`src/rtl/edid_rd_pkg.sv`:
```
// Shared types for the identification block fetcher.
// Assumes: byte engine command codes are fixed by the interface (0..3).
package edid_rd_pkg;

    // Commands understood by the external byte engine
    typedef enum logic [1:0] {
        OP_START = 2'd0,
        OP_STOP  = 2'd1,
        OP_WRITE = 2'd2,
        OP_READ  = 2'd3
    } eng_op_e;

    // Positions in one explicit-offset burst; order is the wire order
    typedef enum logic [3:0] {
        ST_START_SEG = 4'd0,
        ST_SEG_DEV   = 4'd1,
        ST_SEG_NUM   = 4'd2,
        ST_START_OFF = 4'd3,
        ST_DEV_WR    = 4'd4,
        ST_OFFSET    = 4'd5,
        ST_START_RD  = 4'd6,
        ST_DEV_RD    = 4'd7,
        ST_READ      = 4'd8,
        ST_STOP      = 4'd9
    } burst_step_e;

    // Device address byte: 7-bit address followed by the read bit
    function automatic logic [7:0] dev_byte(input logic [6:0] addr, input logic rd);
        return {addr, rd};
    endfunction

endpackage

```
`src/rtl/edid_addr_map.sv`:
```
// Maps a linear block number and a burst index onto segment, byte offset
// and burst length. Purely combinational.
// Assumes: two blocks per segment; offsets fit in eight bits.
module edid_addr_map #(
    parameter int BLOCK_BYTES = 128,
    parameter int BURST_LEN   = 16,
    parameter int NUM_BURSTS  = 8,
    parameter int NB_W        = 3,
    parameter int LEN_W       = 5
) (
    input  logic [7:0]       block_num,
    input  logic [NB_W-1:0]  burst_idx,
    output logic [7:0]       seg,
    output logic [7:0]       offset,
    output logic [LEN_W-1:0] len,
    output logic             last_burst
);
    localparam int TAIL = BLOCK_BYTES - (NUM_BURSTS - 1) * BURST_LEN;

    logic [15:0] off_full;

    // Segment from the upper bits, offset from the low bit plus burst position
    always_comb begin
        seg      = {1'b0, block_num[7:1]};
        off_full = (block_num[0] ? 16'(BLOCK_BYTES) : 16'd0)
                 + 16'(burst_idx) * 16'(BURST_LEN);
        offset   = off_full[7:0];
    end

    assign last_burst = (burst_idx == NB_W'(NUM_BURSTS - 1));

    // Burst length: constant for an even split, shortened tail otherwise
    generate
        if (TAIL == BURST_LEN) begin : g_even
            assign len = LEN_W'(BURST_LEN);
        end else begin : g_tail
            assign len = last_burst ? LEN_W'(TAIL) : LEN_W'(BURST_LEN);
        end
    endgenerate

endmodule

```
`src/rtl/edid_burst_seq.sv`:
```
// Issues one explicit-offset burst to the byte engine: segment write,
// offset write, repeated-start read of len bytes, stop. A write NACK
// skips straight to stop and flags the burst as failed.
// Assumes: engine acknowledges each command with a one-cycle eng_ack.
module edid_burst_seq
    import edid_rd_pkg::*;
#(
    parameter int         LEN_W    = 5,
    parameter logic [6:0] SEG_DEV  = 7'h30,
    parameter logic [6:0] EDID_DEV = 7'h50
) (
    input  logic             clk,
    input  logic             rst_n,
    input  logic             launch,
    input  logic             abort,
    input  logic [7:0]       seg,
    input  logic [7:0]       offset,
    input  logic [LEN_W-1:0] len,
    output logic             eng_req,
    output logic [1:0]       eng_op,
    output logic [7:0]       eng_wdata,
    output logic             eng_last,
    input  logic             eng_ack,
    input  logic             eng_nack,
    input  logic [7:0]       eng_rdata,
    output logic             rx_valid,
    output logic [7:0]       rx_data,
    output logic [LEN_W-1:0] rx_cnt,
    output logic             fin,
    output logic             fin_err
);
    logic             active;
    burst_step_e      step;
    eng_op_e          op_e;
    logic [LEN_W-1:0] rd_cnt;
    logic [LEN_W-1:0] len_q;
    logic [LEN_W-1:0] len_m1;
    logic [7:0]       seg_q;
    logic [7:0]       off_q;
    logic             nacked;

    assign len_m1   = len_q - LEN_W'(1);
    assign eng_req  = active;
    assign eng_op   = op_e;
    assign eng_last = active && (step == ST_READ) && (rd_cnt == len_m1);

    // Command code and byte for the current burst position
    always_comb begin
        op_e      = OP_START;
        eng_wdata = 8'h00;
        case (step)
            ST_SEG_DEV: begin op_e = OP_WRITE; eng_wdata = dev_byte(SEG_DEV, 1'b0);  end
            ST_SEG_NUM: begin op_e = OP_WRITE; eng_wdata = seg_q;                    end
            ST_DEV_WR:  begin op_e = OP_WRITE; eng_wdata = dev_byte(EDID_DEV, 1'b0); end
            ST_OFFSET:  begin op_e = OP_WRITE; eng_wdata = off_q;                    end
            ST_DEV_RD:  begin op_e = OP_WRITE; eng_wdata = dev_byte(EDID_DEV, 1'b1); end
            ST_READ:    op_e = OP_READ;
            ST_STOP:    op_e = OP_STOP;
            default:    op_e = OP_START;
        endcase
    end

    // Burst progress: advance on each acknowledge, divert to stop on NACK
    always_ff @(posedge clk) begin
        if (!rst_n) begin
            active   <= 1'b0;
            step     <= ST_START_SEG;
            rd_cnt   <= '0;
            len_q    <= '0;
            seg_q    <= '0;
            off_q    <= '0;
            nacked   <= 1'b0;
            fin      <= 1'b0;
            fin_err  <= 1'b0;
            rx_valid <= 1'b0;
            rx_data  <= '0;
            rx_cnt   <= '0;
        end else begin
            fin      <= 1'b0;
            rx_valid <= 1'b0;
            if (abort) begin
                active <= 1'b0;
            end else if (!active) begin
                if (launch) begin
                    active <= 1'b1;
                    step   <= ST_START_SEG;
                    rd_cnt <= '0;
                    nacked <= 1'b0;
                    seg_q  <= seg;
                    off_q  <= offset;
                    len_q  <= len;
                end
            end else if (eng_ack) begin
                if (step == ST_STOP) begin
                    active  <= 1'b0;
                    fin     <= 1'b1;
                    fin_err <= nacked;
                end else if (op_e == OP_WRITE && eng_nack) begin
                    nacked <= 1'b1;
                    step   <= ST_STOP;
                end else if (step == ST_READ) begin
                    rx_valid <= 1'b1;
                    rx_data  <= eng_rdata;
                    rx_cnt   <= rd_cnt;
                    if (rd_cnt == len_m1) begin
                        step <= ST_STOP;
                    end else begin
                        rd_cnt <= rd_cnt + 1'b1;
                    end
                end else begin
                    step <= burst_step_e'(4'(step) + 4'd1);
                end
            end
        end
    end

endmodule

```
`src/rtl/edid_watchdog.sv`:
```
// Per-burst cycle counter. Cleared on each burst launch, counts while
// enabled, saturates, and flags expiry once the count reaches the limit.
module edid_watchdog #(
    parameter int WDOG_W = 16
) (
    input  logic              clk,
    input  logic              rst_n,
    input  logic              clear,
    input  logic              enable,
    input  logic [WDOG_W-1:0] limit,
    output logic              expired
);
    logic [WDOG_W-1:0] cnt;

    // Saturating cycle count since the last launch
    always_ff @(posedge clk) begin
        if (!rst_n || clear || !enable) begin
            cnt <= '0;
        end else if (cnt != {WDOG_W{1'b1}}) begin
            cnt <= cnt + 1'b1;
        end
    end

    assign expired = enable && !clear && (cnt >= limit);

endmodule

```
`src/rtl/edid_block_reader.sv`:
```
// Top of the identification block fetcher. Sequences the bursts of one
// block, tags received bytes with their block index, and reports the end
// of the fetch with done/error/timeout.
// Assumes: block size is a multiple-of-two byte count of at most 128.
module edid_block_reader
    import edid_rd_pkg::*;
#(
    parameter int         BLOCK_BYTES = 128,
    parameter int         BURST_LEN   = 16,
    parameter int         DIV_W       = 8,
    parameter int         WDOG_W      = 16,
    parameter logic [6:0] SEG_DEV     = 7'h30,
    parameter logic [6:0] EDID_DEV    = 7'h50
) (
    input  logic                           clk,
    input  logic                           rst_n,
    input  logic                           start,
    input  logic [7:0]                     block_num,
    input  logic [DIV_W-1:0]               bus_div,
    input  logic [WDOG_W-1:0]              wdog_limit,
    output logic                           eng_req,
    output logic [1:0]                     eng_op,
    output logic [7:0]                     eng_wdata,
    output logic                           eng_last,
    output logic [DIV_W-1:0]               eng_div,
    input  logic                           eng_ack,
    input  logic                           eng_nack,
    input  logic [7:0]                     eng_rdata,
    output logic                           rx_valid,
    output logic [7:0]                     rx_data,
    output logic [$clog2(BLOCK_BYTES)-1:0] rx_index,
    output logic                           busy,
    output logic                           done,
    output logic                           error,
    output logic                           timeout
);
    localparam int NUM_BURSTS = (BLOCK_BYTES + BURST_LEN - 1) / BURST_LEN;
    localparam int NB_W       = (NUM_BURSTS > 1) ? $clog2(NUM_BURSTS) : 1;
    localparam int LEN_W      = $clog2(BURST_LEN + 1);
    localparam int IDX_W      = $clog2(BLOCK_BYTES);

    logic             run;
    logic             launch;
    logic [7:0]       blk_q;
    logic [DIV_W-1:0] div_q;
    logic [NB_W-1:0]  burst_idx;
    logic [7:0]       seg;
    logic [7:0]       offset;
    logic [LEN_W-1:0] len;
    logic             last_burst;
    logic [LEN_W-1:0] rx_cnt;
    logic             fin;
    logic             fin_err;
    logic             wd_exp;

    edid_addr_map #(
        .BLOCK_BYTES(BLOCK_BYTES),
        .BURST_LEN  (BURST_LEN),
        .NUM_BURSTS (NUM_BURSTS),
        .NB_W       (NB_W),
        .LEN_W      (LEN_W)
    ) u_map (
        .block_num (blk_q),
        .burst_idx (burst_idx),
        .seg       (seg),
        .offset    (offset),
        .len       (len),
        .last_burst(last_burst)
    );

    edid_burst_seq #(
        .LEN_W   (LEN_W),
        .SEG_DEV (SEG_DEV),
        .EDID_DEV(EDID_DEV)
    ) u_seq (
        .clk      (clk),
        .rst_n    (rst_n),
        .launch   (launch),
        .abort    (wd_exp),
        .seg      (seg),
        .offset   (offset),
        .len      (len),
        .eng_req  (eng_req),
        .eng_op   (eng_op),
        .eng_wdata(eng_wdata),
        .eng_last (eng_last),
        .eng_ack  (eng_ack),
        .eng_nack (eng_nack),
        .eng_rdata(eng_rdata),
        .rx_valid (rx_valid),
        .rx_data  (rx_data),
        .rx_cnt   (rx_cnt),
        .fin      (fin),
        .fin_err  (fin_err)
    );

    edid_watchdog #(
        .WDOG_W(WDOG_W)
    ) u_wdog (
        .clk    (clk),
        .rst_n  (rst_n),
        .clear  (launch),
        .enable (run),
        .limit  (wdog_limit),
        .expired(wd_exp)
    );

    assign busy     = run;
    assign eng_div  = div_q;
    assign rx_index = IDX_W'(32'(burst_idx) * BURST_LEN + 32'(rx_cnt));

    // Fetch control: accept start, step through bursts, report the outcome
    always_ff @(posedge clk) begin
        if (!rst_n) begin
            run       <= 1'b0;
            launch    <= 1'b0;
            blk_q     <= '0;
            div_q     <= '0;
            burst_idx <= '0;
            done      <= 1'b0;
            error     <= 1'b0;
            timeout   <= 1'b0;
        end else begin
            launch  <= 1'b0;
            done    <= 1'b0;
            error   <= 1'b0;
            timeout <= 1'b0;
            if (!run) begin
                if (start) begin
                    run       <= 1'b1;
                    blk_q     <= block_num;
                    div_q     <= bus_div;
                    burst_idx <= '0;
                    launch    <= 1'b1;
                end
            end else if (wd_exp) begin
                run     <= 1'b0;
                done    <= 1'b1;
                error   <= 1'b1;
                timeout <= 1'b1;
            end else if (fin) begin
                if (fin_err || last_burst) begin
                    run   <= 1'b0;
                    done  <= 1'b1;
                    error <= fin_err;
                end else begin
                    burst_idx <= burst_idx + 1'b1;
                    launch    <= 1'b1;
                end
            end
        end
    end

endmodule

```
`config.mk`:
```
export PLATFORM = sky130hd
export DESIGN_NAME = edid_block_reader
export DESIGN_NICKNAME = d
export VERILOG_FILES = /design/src/rtl/edid_rd_pkg.sv /design/src/rtl/edid_addr_map.sv /design/src/rtl/edid_burst_seq.sv /design/src/rtl/edid_watchdog.sv /design/src/rtl/edid_block_reader.sv
export SDC_FILE = /design/constraint.sdc
export NUM_CORES = 1
export LEC_CHECK = 0
export BUFFER_PORTS_ARGS = -buffer_cell sky130_fd_sc_hd__buf_2
export CAP_MARGIN = 0
export CORE_MARGIN = 2
export CORE_UTILIZATION = 55
export CTS_CLUSTER_SIZE = 10
export DETAILED_ROUTE_END_ITERATION = 8
export GPL_TIMING_DRIVEN = 0
export PLACE_DENSITY = 0.77
export SETUP_SLACK_MARGIN = 0.02
export SYNTH_ARGS = -nofsm -noshare
export SYNTH_HDL_FRONTEND = slang
export SYNTH_SLANG_ARGS = --single-unit
```
`constraint.sdc`:
```
create_clock -name clk -period 3.4 [get_ports clk]
set_input_delay 0.34 -clock clk [delete_from_list [all_inputs] [get_ports clk]]
set_output_delay 0.34 -clock clk [all_outputs]
set_load 0.03 [all_outputs]
```
==> results.txt <==
----------------------------------------------------
[Power and ir drop]
  Worst IR Drop VDD ... 0.239 mV
  Clock network power share ... 0.401
  Cell Int Power ... 0.00143 W
  NetSw ... 0.000477 W
  Sequential power share ... 0.505
  P_leak ... 2.09 nW
  Switch share ... 0.250
  Power share of the combinational group ... 0.095
  Power Dens Cells ... 397 nW/um2

[Synth]
  Post-synth EDFFs ... 0
  FFs w/ async S/R, synth ... 0
  Fraction of synthesized cell area taken by the top area cell type ... 0.391
  Synthesis warning total ... 0
  Leading cell types by count after synthesis ... 104 x sky130_fd_sc_hd__nand2_1, 79 x sky130_fd_sc_hd__dfxtp_1, 29 x sky130_fd_sc_hd__nor2_1
  Mean cell area of the mapped netlist ... 8.34 um2
  Top-count cell post-synth ... sky130_fd_sc_hd__nand2_1
  Dominant synthesized flop cell ... sky130_fd_sc_hd__dfxtp_1
  Sequential area share after synthesis ... 0.391
  Gate count after technology mapping ... 485
  Synth unique cells ... 50
  Post-synth design cell area ... 4050 um2
  Post-synth top area cell ... sky130_fd_sc_hd__dfxtp_1
  Yosys reg bits ... 79
  Largest cells by area after synthesis ... sky130_fd_sc_hd__dfxtp_1 39%, sky130_fd_sc_hd__nand2_1 9.7%, sky130_fd_sc_hd__ha_1 8.0%
  Mapped Nets ... 556

[Global routing]
  Antenna violations before repair ... 0
  Met3 track demand over resource ... 0.0595
  Maximum number of pins on one net before global-route repair ... 14
  Met1 track demand over resource in global routing ... 0.287
  Leftover overflow at the end of global routing ... 0
  Global-route wire length before repair ... 15900 um
  Via count of the first global-routing pass ... 3551
  Most congested layer reported by global routing ... met2
  GRT Resource Usage Total ... 0.238
  Met2 Track Usage GR ... 0.406

[Clocking]
  Library cell used as clock root buffer ... sky130_fd_sc_hd__clkbuf_8
  Resized Gates After CTS ... 0
  Worst-Skew Late Latency ... 0.35 ns
  Clock Pin Slew Worst Setup and Hold Paths ... 0.08 ns
  Clock tree from TritonCTS ... built
  Number of buffers inserted for hold repair after clock tree synthesis ... 0
  Number of sinks handled by clock tree synthesis ... 79
  Number of buffers created by CTS ... 9
  Largest buffer count on any clock path ... 2
  H-tree level count ... 3
  Setup bufs post-CTS ... 0

[Critical path]
  Worst Setup Start Kind ... flip-flop
  Worst reg2reg startpoint ... u_wdog.cnt[0]
  Crit path DAT ... 3.08 ns
  CP Max Fanout ... 10
  Endpoint of the worst register-to-register path ... u_seq.rx_cnt[2]
  Number of cells traversed by the worst register-to-register path ... 9
  Worst path required time ... 3.68 ns
  Cells traversed along the worst timing path ... inv_1 -> ha_1 -> nand2b_1 -> a2111oi_0 -> o31a_1 -> a21oi_4 -> nor4_4 -> buf_6 -> mux2i_1
  Critical-path cell with the highest stage delay ... sky130_fd_sc_hd__nor4_4
  Peak per-stage delay on the critical path ... 0.49 ns
  CP endpoint kind ... flip-flop
  Critical path start-end classification ... reg2reg
  Register-to-register path setup slack ... 0.59 ns

[Timing]
  Final max-slew violation count ... 0
  # setup viols final ... 0
  RSZ-0062 raised after global routing ... false
  Slew at the pin with the worst max-slew slack ... 0.649 ns
  Sum of negative setup slack ... 0 ns
  Period Utilization, post-route ... 0.826
  Upper clock frequency limit ... 356 MHz
  Worst slew margin ... 0.565
  Post-route clock skew ... 0.00762 ns
  Final-report hold violation count ... 0
  Min cycle time layout ... 2.81 ns

[Detailed routing]
  Starting DRC count in detailed routing ... 159
  Number of design rule violations left after detail routing ... 0
  Final wirelength ... 9230 um
  Overall via count from detail_route ... 3704
  Number of search-and-repair iterations in the first detailed-routing pass ... 4
  Antenna Violating Nets Remaining ... 0
  Average via count per standard cell ... 5.42
  Routed wire length per instance ... 13.5 um

[Hold path]
  WHS Endpoint ... u_seq.rx_data[0]
  Worst hold path depth ... 3
  Worst hold start ... eng_rdata[0]
  Worst hold-check path type ... in2reg

[Floorplanning]
  Area of the placeable core ... 7180 um2
  Die Footprint ... 8060 um2
  Core Rows ... 31
  I/O pin count ... 85
  Starting density of the core ... 0.564
  Chip Height ... 89.8 um
  Die width ... 89.8 um

[Place]
  Total of buffers placed on input and output ports ... 84
  HPWL Detailed ... 6860 um
  Final weighted congestion in routability-driven placement ... 0.873

[Layout]
  Final Core Density ... 0.669
  Share of post-route cells with drive strength above 1 ... 0.190
  Area Overhead vs Synth ... 18.7%
  Antenna cell count ... 0
  Nets@finish ... 651

[Flow run]
  Max_cap viols ... 0

[Outcome]
  Status ... complete, no violations

----------------------------------------------------
final cells by class:
class | instances | area (um2)
inverter | 23 | 86.3
tap | 99 | 124
timing repair buffer | 84 | 420
clock inverter | 5 | 82.6
buffer | 30 | 143
fill | 610 | 2370
sequential | 79 | 1580
multi-input combinational | 353 | 2230
clock buffer | 11 | 131
worst max-delay path by stage:
stage | from | to | slack, ns | cells after the start
after floorplan | u_wdog.cnt[0] | u_seq.rx_cnt[0] | 0.99 | 9
after global placement | wdog_limit[5] | u_seq.rx_data[6] | 0.68 | 10
after detailed placement | wdog_limit[5] | u_seq.rx_cnt[2] | 0.60 | 10
after CTS | u_wdog.cnt[0] | u_seq.rx_cnt[2] | 0.57 | 9
after global routing | u_wdog.cnt[0] | u_seq.rx_cnt[2] | 0.41 | 9
final | u_wdog.cnt[0] | u_seq.rx_cnt[2] | 0.59 | 9
sequential cells by signal (all words and copies together) (netlist names):
register        count
launch              1
timeout             1
done                1
u_seq.rd_cnt        5
u_seq.fin_err       1
u_seq.nacked        1
u_seq.eng_req       1
u_seq.len_q         1
u_seq.fin           1
u_seq.seg_q         7
u_seq.rx_cnt        5
u_wdog.cnt         16
blk_q               8
eng_div             8
u_seq.off_q         4
error               1
u_seq.rx_data       8
busy                1
burst_idx           3
u_seq.step          4
u_seq.rx_valid      1
power by group through the flow:
stage	registers [W]	logic, W	clock network (W)
CTS	0.000961	0.000181	0.000783
global route	0.000965	0.000202	0.000826
floorplan	0.000996	0.0000990	0
finish	0.000961	0.000180	0.000764
detailed placement	0.000983	0.000180	0
global placement	0.000982	0.000175	0
layer usage:
layer  vias up  routed length [um]
li1       1873                   -
met1      1702                4110
met2       113                4380
met3        16                 548
met4         0                 182
met5         -                   0
logic make-up (layout without fill, tap and decap cells):
family	Yosys count	count (layout)	synth area share
flip-flops	79	79	0.391
XOR/XNOR	10	10	0.0217
multiplexers	18	18	0.0445
adder cells (fa/ha/maj)	26	26	0.0804
buffers and inverters	53	153	0.0566
AO/OA/AOI/OAI	90	90	0.163
AND/OR/NAND/NOR	209	209	0.243
cells in the final DEF (no fill, tap or decap), types with 6 or more instances in the layout:
cell and n:
sky130_fd_sc_hd__a211oi_1 10, sky130_fd_sc_hd__nand4_1 9, sky130_fd_sc_hd__mux2i_1 18, sky130_fd_sc_hd__ha_1 26
sky130_fd_sc_hd__nor2b_1 6, sky130_fd_sc_hd__nor2_1 29, sky130_fd_sc_hd__nand2_1 104, sky130_fd_sc_hd__and3_1 10
sky130_fd_sc_hd__dfxtp_1 79, sky130_fd_sc_hd__o21ai_0 7, sky130_fd_sc_hd__nor3_1 10, sky130_fd_sc_hd__nand2b_1 6
sky130_fd_sc_hd__clkbuf_8 9, sky130_fd_sc_hd__xor2_1 6, sky130_fd_sc_hd__buf_2 84, sky130_fd_sc_hd__nand3_1 19
sky130_fd_sc_hd__inv_1 23, sky130_fd_sc_hd__a21boi_0 27, sky130_fd_sc_hd__a21oi_1 18, sky130_fd_sc_hd__clkbuf_1 24
metrics by stage:
stage	worst slack (ns)	total power, W	instance area [um2]	hold WS [ns]	cells
floorplan	0.986	0.00110	4050	0.435	485
global placement	0.681	0.00116	4590	0.440	668
detailed placement	0.596	0.00116	4590	0.451	668
CTS	0.572	0.00193	4800	0.207	684
global route	0.406	0.00199	4800	0.225	684
finish	0.593	0.00191	4800	0.226	684
critical path: cells and delay by family, from the launching register on:
family          cells  cell delay, ns
flops               1            0.42
fa+ha+maj           1            0.28
buf+inv             2            0.35
mux                 1            0.22
simple gates        2            0.62
compound gates      3            0.84
No activity file was read; power rests on OpenSTA's default activity.
